==> config.mk <==
export PLATFORM = sky130hd
export DESIGN_NAME = ai_scan_seq
export DESIGN_NICKNAME = d
export VERILOG_FILES = /design/src/rtl/aiseq_pkg.sv /design/src/rtl/aiseq_list.sv /design/src/rtl/aiseq_fifo.sv /design/src/rtl/aiseq_seq.sv /design/src/rtl/ai_scan_seq.sv
export SDC_FILE = /design/constraint.sdc
export NUM_CORES = 1
export LEC_CHECK = 0
export ABC_AREA = 1
export BUFFER_PORTS_ARGS = -buffer_cell sky130_fd_sc_hd__buf_4
export CORE_ASPECT_RATIO = 1.1
export CORE_MARGIN = 10
export CORE_UTILIZATION = 35
export DETAILED_ROUTE_END_ITERATION = 6
export GPL_ROUTABILITY_DRIVEN = 0
export SYNTH_ARGS = -nofsm -noshare
export SYNTH_HDL_FRONTEND = slang
export SYNTH_SLANG_ARGS = --single-unit
==> constraint.sdc <==
create_clock -name clk -period 2.45 [get_ports clk]
set_input_delay 0.245 -clock clk [delete_from_list [all_inputs] [get_ports clk]]
set_output_delay 0.245 -clock clk [all_outputs]
set_load 0.05 [all_outputs]
==> src/rtl/aiseq_pkg.sv <==
package aiseq_pkg;

    localparam int IDX_W = 4;

    // register addresses
    typedef enum logic [1:0] {
        A_CTRL_FIFO = 2'd0,
        A_LIST_STAT = 2'd1,
        A_MODE      = 2'd2,
        A_FLUSH     = 2'd3
    } addr_e;

    typedef struct packed {
        logic       unipolar;
        logic [1:0] gain;
        logic [3:0] mux;
    } slot_t;

    typedef struct packed {
        logic             ext_gate;
        logic [IDX_W-1:0] last_idx;
        logic [IDX_W-1:0] first_idx;
    } ctrl_t;

    typedef struct packed {
        logic scan_en;
        logic eos_ie;
        logic eoc_ie;
    } mode_t;

    function automatic slot_t slot_from_word(input logic [15:0] w);
        slot_t s;
        s.unipolar = w[7];
        s.gain     = w[5:4];
        s.mux      = w[3:0];
        return s;
    endfunction

    function automatic ctrl_t ctrl_from_word(input logic [15:0] w);
        ctrl_t c;
        c.ext_gate  = w[15];
        c.last_idx  = w[11:8];
        c.first_idx = w[3:0];
        return c;
    endfunction

    function automatic mode_t mode_from_word(input logic [15:0] w);
        mode_t m;
        m.scan_en = w[3];
        m.eos_ie  = w[1];
        m.eoc_ie  = w[0];
        return m;
    endfunction

endpackage

==> src/rtl/aiseq_list.sv <==
module aiseq_list
    import aiseq_pkg::*;
#(
    parameter int DEPTH = 16
) (
    input  logic             clk,
    input  logic             rst,
    input  logic             we,
    input  logic [IDX_W-1:0] widx,
    input  slot_t            wslot,
    input  logic [IDX_W-1:0] ridx,
    output slot_t            rslot
);
    slot_t mem [DEPTH];

    always_ff @(posedge clk) begin
        if (rst) begin
            for (int i = 0; i < DEPTH; i++) mem[i] <= '0;
        end else if (we) begin
            mem[widx] <= wslot;
        end
    end

    assign rslot = mem[ridx];
endmodule

==> src/rtl/aiseq_fifo.sv <==
module aiseq_fifo #(
    parameter int DEPTH = 8,
    parameter int W     = 16
) (
    input  logic         clk,
    input  logic         rst,
    input  logic         push,
    input  logic [W-1:0] din,
    input  logic         pop,
    input  logic         flush,
    output logic [W-1:0] dout,
    output logic         full,
    output logic         empty
);
    localparam int AW = (DEPTH > 1) ? $clog2(DEPTH) : 1;
    localparam int CW = $clog2(DEPTH + 1);

    logic [W-1:0]  mem [DEPTH];
    logic [AW-1:0] wr_ptr, rd_ptr;
    logic [CW-1:0] cnt;
    logic [W-1:0]  last_q;
    logic          do_push, do_pop;

    function automatic logic [AW-1:0] bump(input logic [AW-1:0] p);
        return (p == AW'(DEPTH - 1)) ? '0 : p + 1'b1;
    endfunction

    assign full    = (cnt == CW'(DEPTH));
    assign empty   = (cnt == '0);
    assign do_push = push && !full && !flush;
    assign do_pop  = pop && !empty && !flush;
    assign dout    = empty ? last_q : mem[rd_ptr];

    always_ff @(posedge clk) begin
        if (do_push) mem[wr_ptr] <= din;
    end

    always_ff @(posedge clk) begin
        if (rst) begin
            wr_ptr <= '0;
            rd_ptr <= '0;
            cnt    <= '0;
            last_q <= '0;
        end else if (flush) begin
            wr_ptr <= '0;
            rd_ptr <= '0;
            cnt    <= '0;
        end else begin
            if (do_push) wr_ptr <= bump(wr_ptr);
            if (do_pop) begin
                rd_ptr <= bump(rd_ptr);
                last_q <= mem[rd_ptr];
            end
            case ({do_push, do_pop})
                2'b10:   cnt <= cnt + 1'b1;
                2'b01:   cnt <= cnt - 1'b1;
                default: cnt <= cnt;
            endcase
        end
    end
endmodule

==> src/rtl/aiseq_seq.sv <==
module aiseq_seq
    import aiseq_pkg::*;
(
    input  logic             clk,
    input  logic             rst,
    input  logic             restart,
    input  logic [IDX_W-1:0] restart_idx,
    input  logic             trig,
    input  logic             ext_start,
    input  logic             ext_gate,
    input  logic             scan_en,
    input  logic [IDX_W-1:0] first_idx,
    input  logic [IDX_W-1:0] last_idx,
    input  logic             adc_valid,
    output logic             launch,
    output logic             conv_start,
    output logic             busy,
    output logic             eoc_evt,
    output logic             eos_evt,
    output logic [IDX_W-1:0] cur_idx
);
    logic armed_q;

    assign launch  = trig && !busy && (!ext_gate || armed_q) && !restart;
    assign eoc_evt = busy && adc_valid && !restart;
    assign eos_evt = eoc_evt && scan_en && (cur_idx == last_idx);

    always_ff @(posedge clk) begin
        if (rst) begin
            cur_idx    <= '0;
            busy       <= 1'b0;
            conv_start <= 1'b0;
            armed_q    <= 1'b0;
        end else if (restart) begin
            cur_idx    <= restart_idx;
            busy       <= 1'b0;
            conv_start <= 1'b0;
            armed_q    <= 1'b0;
        end else begin
            conv_start <= launch;
            if (launch)       busy <= 1'b1;
            else if (eoc_evt) busy <= 1'b0;
            if (ext_start) armed_q <= 1'b1;
            if (eoc_evt && scan_en)
                cur_idx <= eos_evt ? first_idx : cur_idx + 1'b1;
        end
    end
endmodule

==> src/rtl/ai_scan_seq.sv <==
module ai_scan_seq
    import aiseq_pkg::*;
#(
    parameter int         LIST_DEPTH = 16,
    parameter int         FIFO_DEPTH = 8,
    parameter logic [3:0] REVISION   = 4'h3
) (
    input  logic        clk,
    input  logic        rst,
    input  logic        wr_en,
    input  logic        rd_en,
    input  logic [1:0]  addr,
    input  logic [15:0] wdata,
    output logic [15:0] rdata,
    input  logic        conv_trig,
    input  logic        ext_start,
    input  logic        adc_valid,
    input  logic [15:0] adc_data,
    input  logic [3:0]  din,
    output logic        conv_start,
    output logic [3:0]  mux_chan,
    output logic [1:0]  gain,
    output logic        unipolar,
    output logic        irq
);
    ctrl_t ctrl_q, ctrl_new;
    mode_t mode_q;
    slot_t cur_slot, out_q;
    logic  eoc_ie_q, eos_ie_q;
    logic  wr_ctrl, wr_list, wr_mode, rd_fifo, rd_stat, rd_flush;
    logic  launch, busy, eoc_evt, eos_evt;
    logic  eoc_pend, eos_pend;
    logic  fifo_full, fifo_empty;
    logic [15:0] fifo_dout, status;
    logic [IDX_W-1:0] cur_idx;
    logic  unused_bits;

    assign wr_ctrl  = wr_en && (addr == A_CTRL_FIFO);
    assign wr_list  = wr_en && (addr == A_LIST_STAT);
    assign wr_mode  = wr_en && (addr == A_MODE);
    assign rd_fifo  = rd_en && (addr == A_CTRL_FIFO);
    assign rd_stat  = rd_en && (addr == A_LIST_STAT);
    assign rd_flush = rd_en && (addr == A_FLUSH);
    assign ctrl_new = ctrl_from_word(wdata);
    assign unused_bits = ^{wdata[14:12], wdata[6], wdata[2]};

    always_ff @(posedge clk) begin
        if (rst) begin
            ctrl_q <= '0;
            mode_q <= '0;
        end else begin
            if (wr_ctrl) ctrl_q <= ctrl_new;
            if (wr_mode) mode_q <= mode_from_word(wdata);
        end
    end
    assign eoc_ie_q = mode_q.eoc_ie;
    assign eos_ie_q = mode_q.eos_ie;

    aiseq_list #(.DEPTH(LIST_DEPTH)) u_list (
        .clk   (clk),
        .rst   (rst),
        .we    (wr_list),
        .widx  (wdata[11:8]),
        .wslot (slot_from_word(wdata)),
        .ridx  (cur_idx),
        .rslot (cur_slot)
    );

    aiseq_seq u_seq (
        .clk         (clk),
        .rst         (rst),
        .restart     (wr_ctrl),
        .restart_idx (ctrl_new.first_idx),
        .trig        (conv_trig),
        .ext_start   (ext_start),
        .ext_gate    (ctrl_q.ext_gate),
        .scan_en     (mode_q.scan_en),
        .first_idx   (ctrl_q.first_idx),
        .last_idx    (ctrl_q.last_idx),
        .adc_valid   (adc_valid),
        .launch      (launch),
        .conv_start  (conv_start),
        .busy        (busy),
        .eoc_evt     (eoc_evt),
        .eos_evt     (eos_evt),
        .cur_idx     (cur_idx)
    );

    aiseq_fifo #(.DEPTH(FIFO_DEPTH), .W(16)) u_fifo (
        .clk   (clk),
        .rst   (rst),
        .push  (eoc_evt),
        .din   (adc_data),
        .pop   (rd_fifo),
        .flush (rd_flush),
        .dout  (fifo_dout),
        .full  (fifo_full),
        .empty (fifo_empty)
    );

    // front-end settings latched when a conversion launches
    always_ff @(posedge clk) begin
        if (rst)         out_q <= '0;
        else if (launch) out_q <= cur_slot;
    end
    assign mux_chan = out_q.mux;
    assign gain     = out_q.gain;
    assign unipolar = out_q.unipolar;

    always_ff @(posedge clk) begin
        if (rst) begin
            eoc_pend <= 1'b0;
            eos_pend <= 1'b0;
        end else begin
            if (eoc_evt)      eoc_pend <= 1'b1;
            else if (rd_stat) eoc_pend <= 1'b0;
            if (eos_evt)      eos_pend <= 1'b1;
            else if (rd_stat) eos_pend <= 1'b0;
        end
    end
    assign irq = (eoc_pend && eoc_ie_q) || (eos_pend && eos_ie_q);

    assign status = {busy, 1'b0, eos_pend, 1'b0, din, REVISION,
                     1'b0, fifo_full, fifo_empty, 1'b0};

    always_ff @(posedge clk) begin
        if (rst) rdata <= '0;
        else if (rd_en) begin
            case (addr)
                A_CTRL_FIFO: rdata <= fifo_dout;
                A_LIST_STAT: rdata <= status;
                default:     rdata <= '0;
            endcase
        end
    end
endmodule

==> metrics.txt, run 1 <==
async set or reset register ratio after synthesis=0; Util after Layout=0.419; area grow syn2layout=17.7%; EDFF count, synth=240; Site Rows=74; Clock Sinks=313; Setup crit start kind=input port; met2 wire len=17800 um; Worst EP arrival=2530 ps; critical path class=in -> reg; cell area after layout=15600 sq um; number of gates resized after CTS=0; GRT Residual Overflow=0; clk_skew=17.1 ps; WL per Instance=17.6 um; worst-margin pin slew=855 ps; GRT Total Usage=0.147; fin worst setup slack=319 ps; Post-Synth Adder-Cell Area=0.00754; Synth warnings=0; #FFs+latches synth=313; Critical Path End=u_fifo.cnt[2]; starting density of the core=0.356; Avg Inst Size Synth=10.0 sq um; placed cell areas=14300 sq um; Synth area leaders=edfxtp_1 54%, dfxtp_1 11%, nor2_1 9.3%; count of cell types in the netlist=34; placed cell count=1843; leak pwr=5.95 nW; Detail Placement HPWL=22000 um; first-pass GRT wire length=53200 um; Hold WC Path Type=in -> reg; Tcrit/Tclk final=0.870; CP most frequent cell=inv_1; vias per cell=4.95; DR top layer=met4; mux contribution to synthesized area=0; Critical Path, Cell by Cell=dlygate4sd3_1 > buf_4 > nand2_1 > inv_1 > nand2_2 > inv_1 > nand3_2 > ha_1 > xor2_1 > ha_1 > a21oi_1 > xnor2_1 > o21ai_0 > inv_1; TNS Setup=0 ps; DRC viols=0; Max Slew Vio Count=0; Clk Latency, worst-skew pair=520 ps; final std cells w/o fill=1924; Synth Area in Compound Gates=0.0959; CTS root buf=clkbuf_16; CTS tree=done; vias in the first global route=9650; Post-Syn Instances=1323; Seq/Total Area, Yosys=0.653; CTS H-tree depth=2; maximum clock rate=0.469 GHz; reg-to-reg startpoint=u_seq.busy; cell with the most instances after synthesis=nor2_1; main combinational cell family by area after synthesis=simple AND/OR/NAND/NOR gates; slack of the worst reg-to-reg path=390 ps; n_diodes=0; area leader, netlist=edfxtp_1; Synth Area in Simple Gates=0.189; RSZ-0062 raised after global routing=false; total number of vias=9531; NumNets Final=1457; Syn Nets=1376; DR iter-0 viols=613; CP max FO=7; status=completed; VDD IR max=0.561 mV; number of iterations in the first detailed-routing pass=6; Die H=224 um; Fin. Hold Viols=0; Ports=70; Num CTS Buffers=35; xor/xnor cell area share of the yosys netlist=0.00660; Setup crit start=adc_valid; share of cells above drive strength 1=0.122; final WL=33800 um; port bufs=65; top cell type's share of synthesized area=0.543; Post-CTS Setup Bufs=0; Clock Path Buffers=3; initial antenna violation count=0; Met1 Wirelength=13600 um; worst path required time=2850 ps; Post-synth top flop=edfxtp_1; # setup viols final=0; min Tclk post-route=2130 ps; Post-Syn Area=13300 sq um; R2R cell count=12; largest net degree at the start of global routing=57; slew margin rel.=0.430; synth cell count leaders=329 x nor2_1, 240 x edfxtp_1, 154 x nand2_1; element type at the critical path end=flip-flop; Clock transition at path regs=60 ps; die area=46100 sq um; worst flop-to-flop path endpoint=u_fifo.cnt[2]; Max Cap Viol=0; fillcell total=3577; Die X=206 um; Max stage delay cell, worst path=dlygate4sd3_1; post-route ant nets=0; largest stage delay on the critical path=530 ps; Core ar.=37300 sq um; pre-CTS setup slack=277 ps; PwrDens=763 nW/um^2; metal3 WL=1480 um
cell type report:
cell class,count,area (sq um),area share
sequential,313,8670,0.555
clock buffer,42,923,0.0591
timing repair buffer,113,906,0.0580
multi-input combinational,856,3970,0.254
clock inverter,21,215,0.0138
tap,494,618,0.0396
inverter,85,319,0.0204
power by group:
part	switching, mW	leakage, nW	internal (mW)	total [mW]
Sequential	0.0586	2.81	5.86	5.92
Combinational	0.570	2.58	0.246	0.816
Clock	2.07	0.560	3.12	5.19
worst max-delay path: cells and delay by family:
family | cells | cell delay (ps)
AOI/OAI and AO/OA | 2 | 210
xor gates and xnor gates | 2 | 380
adders and majority gates | 2 | 500
buffers and inverters | 5 | 900
and+or+nand+nor | 3 | 290
worst min-delay path by stage:
| stage | from | to | cells past startpoint |
|---|---|---|---|
| finish | wdata[9] | ctrl_q[5] | 3 |
| global route | wdata[9] | ctrl_q[5] | 3 |
| CTS | wdata[9] | ctrl_q[5] | 3 |
| detailed placement | u_fifo.last_q[9] | u_fifo.last_q[9] | 2 |
| global placement | u_fifo.last_q[3] | u_fifo.last_q[3] | 2 |
| floorplan | adc_data[0] | u_fifo.mem[0][0] | 0 |
logic make-up after synthesis:
| group | after synthesis |
|---|---|
| and+or+nand+nor | 606 |
| DFF | 313 |
| AOI/OAI and AO/OA | 232 |
| buffers and inverters | 154 |
| xor gates and xnor gates | 10 |
| adders and majority gates | 8 |
repair_timing:
item / in CTS / in global routing
hold endpoints to repair: 130 / 0
setup endpoints to repair: 0 / 0
hold buffers: 18 / 0
routing by layer:
layer	vias to the layer above	track usage
met5	-	0
met4	0	0.0527
met3	65	0.0204
met2	186	0.269
met1	4613	0.169
li1	4667	-
through the flow:
| stage | total power [mW] | hold WS [ps] |
|---|---|---|
| after global routing | 12.3 | 28.7 |
| after detailed placement | 6.83 | 456 |
| after global placement | 6.82 | 452 |
| final | 11.9 | 18.0 |
| after CTS | 12.0 | 7.04 |
| after floorplan | 6.51 | 344 |
sequential cells by signal, indices dropped and copies added, names as in the netlist, named ones only:
name,flops
u_seq.armed_q,1
mux_chan,4
u_fifo.mem,128
eos_pend,1
unipolar,1
u_fifo.wr_ptr,3
u_seq.busy,1
u_fifo.rd_ptr,3
u_list.mem,112
eoc_pend,1
ctrl_q,9
u_fifo.last_q,16
gain,2
u_fifo.cnt,4
eoc_ie_q,1
eos_ie_q,1
mode_q,1
rdata,16
u_seq.conv_start,1
u_seq.cur_idx,4
layout by cell type (no fill, tap or decap), types with 2 or more instances in the layout:
cell type and n:
o21ai_0 132, dlygate4sd3_1 18, inv_2 5, xor2_1 9, nor2_4 2, o211ai_1 30
clkbuf_1 6, a22oi_1 7, buf_4 94, o22ai_1 4, nor2_2 5, bufinv_16 4
inv_1 76, nand4_1 3, ha_1 8, clkbuf_16 36, clkinv_2 8, nor2_1 329
nand2_1 154, nand3_2 2, nand2_2 9, dfxtp_2 2, clkinv_1 10, edfxtp_1 240
a21oi_1 55, nor3_4 2, nand3_1 97, dfxtp_1 71
Note: power is estimated with default switching activity, not from simulation.
==> run 2, diff against run 1 <==
PLACE_DENSITY = 0.59   (was unset)
==> run 2 against run 1 <==
Design area up 0.42%. Clock power up 2%. Combinational power about the same. Final cell count up 0.10%. Flip-flop and latch count unchanged. Die area unchanged. Critical path depth unchanged. Count of clock-buffer cells in the layout up 13. Utilization up 0.18 points. Hold slack better by 13 ps.
==> metrics.txt, run 2 (synthesized netlist as in run 1, its figures left out) <==
CTS tree=done; largest net degree at the start of global routing=64; GRT met1 Usage=0.180; worst-margin pin slew=830 ps; port bufs=65; VDD IR max=0.614 mV; Site Rows=74; Max Slew Vio Count=0; Clock Sinks=313; GRT Total Usage=0.148; vias per cell=4.94; grt met2 use=0.263; Num CTS Buffers=35; slack of the worst reg-to-reg path=380 ps; # setup viols final=0; CTS H-tree depth=2; placed cell areas=14300 sq um; HP Start=wdata[8]; n_diodes=0; vias in the first global route=9352; RSZ-0062 raised after global routing=false; status=completed; fillcell total=3585; Clock transition at path regs=50 ps; Ports=70; critical path class=in -> reg; GRT Residual Overflow=0; cell area after layout=15700 sq um; Die X=206 um; leak pwr=5.98 nW; final WL=34400 um; Post-CTS Setup Bufs=0; number of iterations in the first detailed-routing pass=5; CTS root buf=clkbuf_16; PwrDens=766 nW/um^2; Util after Layout=0.420; most frequent cells in the layout=329 x nor2_1, 240 x edfxtp_1, 154 x nand2_1; Fin. Hold Viols=0; number of gates resized after CTS=0; Hold WC Path Type=in -> reg; Hold Path Stages=3; max reg flops=128; DR iter-0 viols=658; NumNets Final=1459; min Tclk post-route=2180 ps; starting density of the core=0.356; hold_buf cts=18; DRC viols=0; die area=46100 sq um; R2R cell count=10; initial antenna violation count=1; Tcrit/Tclk final=0.890; met3 Usage GRT=0.0220; Detail Placement HPWL=22000 um; Setup crit start kind=input port; Max Cap Viol=0; first-pass GRT wire length=53400 um; worst path required time=2840 ps; Worst EP arrival=2570 ps; Die H=224 um; Core ar.=37300 sq um; hold path endpoint=ctrl_q[4]; TNS Setup=0 ps; total number of vias=9517; area grow syn2layout=18.2%; commonest non-fill, non-tap cell in the layout=nor2_1; element type at the critical path end=flip-flop; reg-to-reg startpoint=u_fifo.cnt[0]; slew margin rel.=0.446; maximum clock rate=0.459 GHz; Clock Path Buffers=3; Clk Latency, worst-skew pair=510 ps; post-route ant nets=0; CP max FO=7; worst flop-to-flop path endpoint=u_fifo.cnt[2]; share of cells above drive strength 1=0.122; clk_skew=13.0 ps; Regs by FF count=u_fifo.mem (128), u_list.mem (112); grt peak-use layer=met2; WL per Instance=17.8 um; largest reg by FF count=u_fifo.mem
==> run 2: cell types whose count changed in the layout (fill, tap and decap cells not counted) <==
cell,change
clkinv_8,-1
clkinv_1,-1
clkbuf_8,+10
inv_6,-1
buf_12,+1
clkinv_2,-7
clkinvlp_4,-1
clkbuf_1,+2
buf_4,+1
clkbuf_16,+1
bufinv_16,-2
==> run 2: layer usage <==
metal	part of all wire	routed length (um)
met1	0.42	14500
met2	0.51	17400
met3	0.043	1470
met4	0.028	949
met5	0.00035	12
==> run 2: critical path, cell delays in order <==
cell and delay, ps:
dlygate4sd3_1 600, buf_4 130, nand2_1 50, inv_1 80, nand2_2 90, inv_1 90, nand3_2 140, ha_1 290
xor2_1 270, ha_1 210, a21oi_1 50, xnor2_1 130, o21ai_0 140, inv_1 50
==> run 2: cell type report <==
type	count	area [sq um]	area share
Clock buffer	55	1090	0.0697
Clock inverter	8	83.8	0.00534
Inverter	85	319	0.0203
Multi-Input combinational cell	856	3970	0.253
Sequential cell	313	8670	0.553
Tap cell	494	618	0.0394
Timing Repair Buffer	115	933	0.0595
==> run 2: stage by stage <==
step / power [mW] / worst slack, ps / hold WS [ps] / std cells
after floorplan: 6.51 / 444 / 344 / 1323
after global placement: 6.82 / 274 / 452 / 1845
after detailed placement: 6.83 / 209 / 455 / 1845
after CTS: 12.1 / 338 / 18.9 / 1926
after global routing: 12.4 / 138 / 29.1 / 1926
final: 12.0 / 269 / 30.8 / 1926
==> run 2: worst max path at each step <==
stage / start / to / slack, ps / cells after the start
final: adc_valid / u_fifo.cnt[2] / 270 / 14
after global routing: adc_valid / u_fifo.cnt[2] / 140 / 14
after CTS: adc_valid / u_fifo.cnt[2] / 340 / 14
after detailed placement: addr[1] / u_fifo.cnt[2] / 210 / 13
after global placement: addr[1] / u_fifo.cnt[2] / 270 / 13
after floorplan: u_fifo.cnt[0] / u_fifo.mem[1][0] / 440 / 6
==> run 2: power breakdown <==
group / internal, mW / switching [mW] / leakage (nW) / total, mW
clock network: 3.26 / 2.01 / 0.577 / 5.27
logic: 0.246 / 0.572 / 2.60 / 0.817
registers: 5.86 / 0.0626 / 2.81 / 5.93
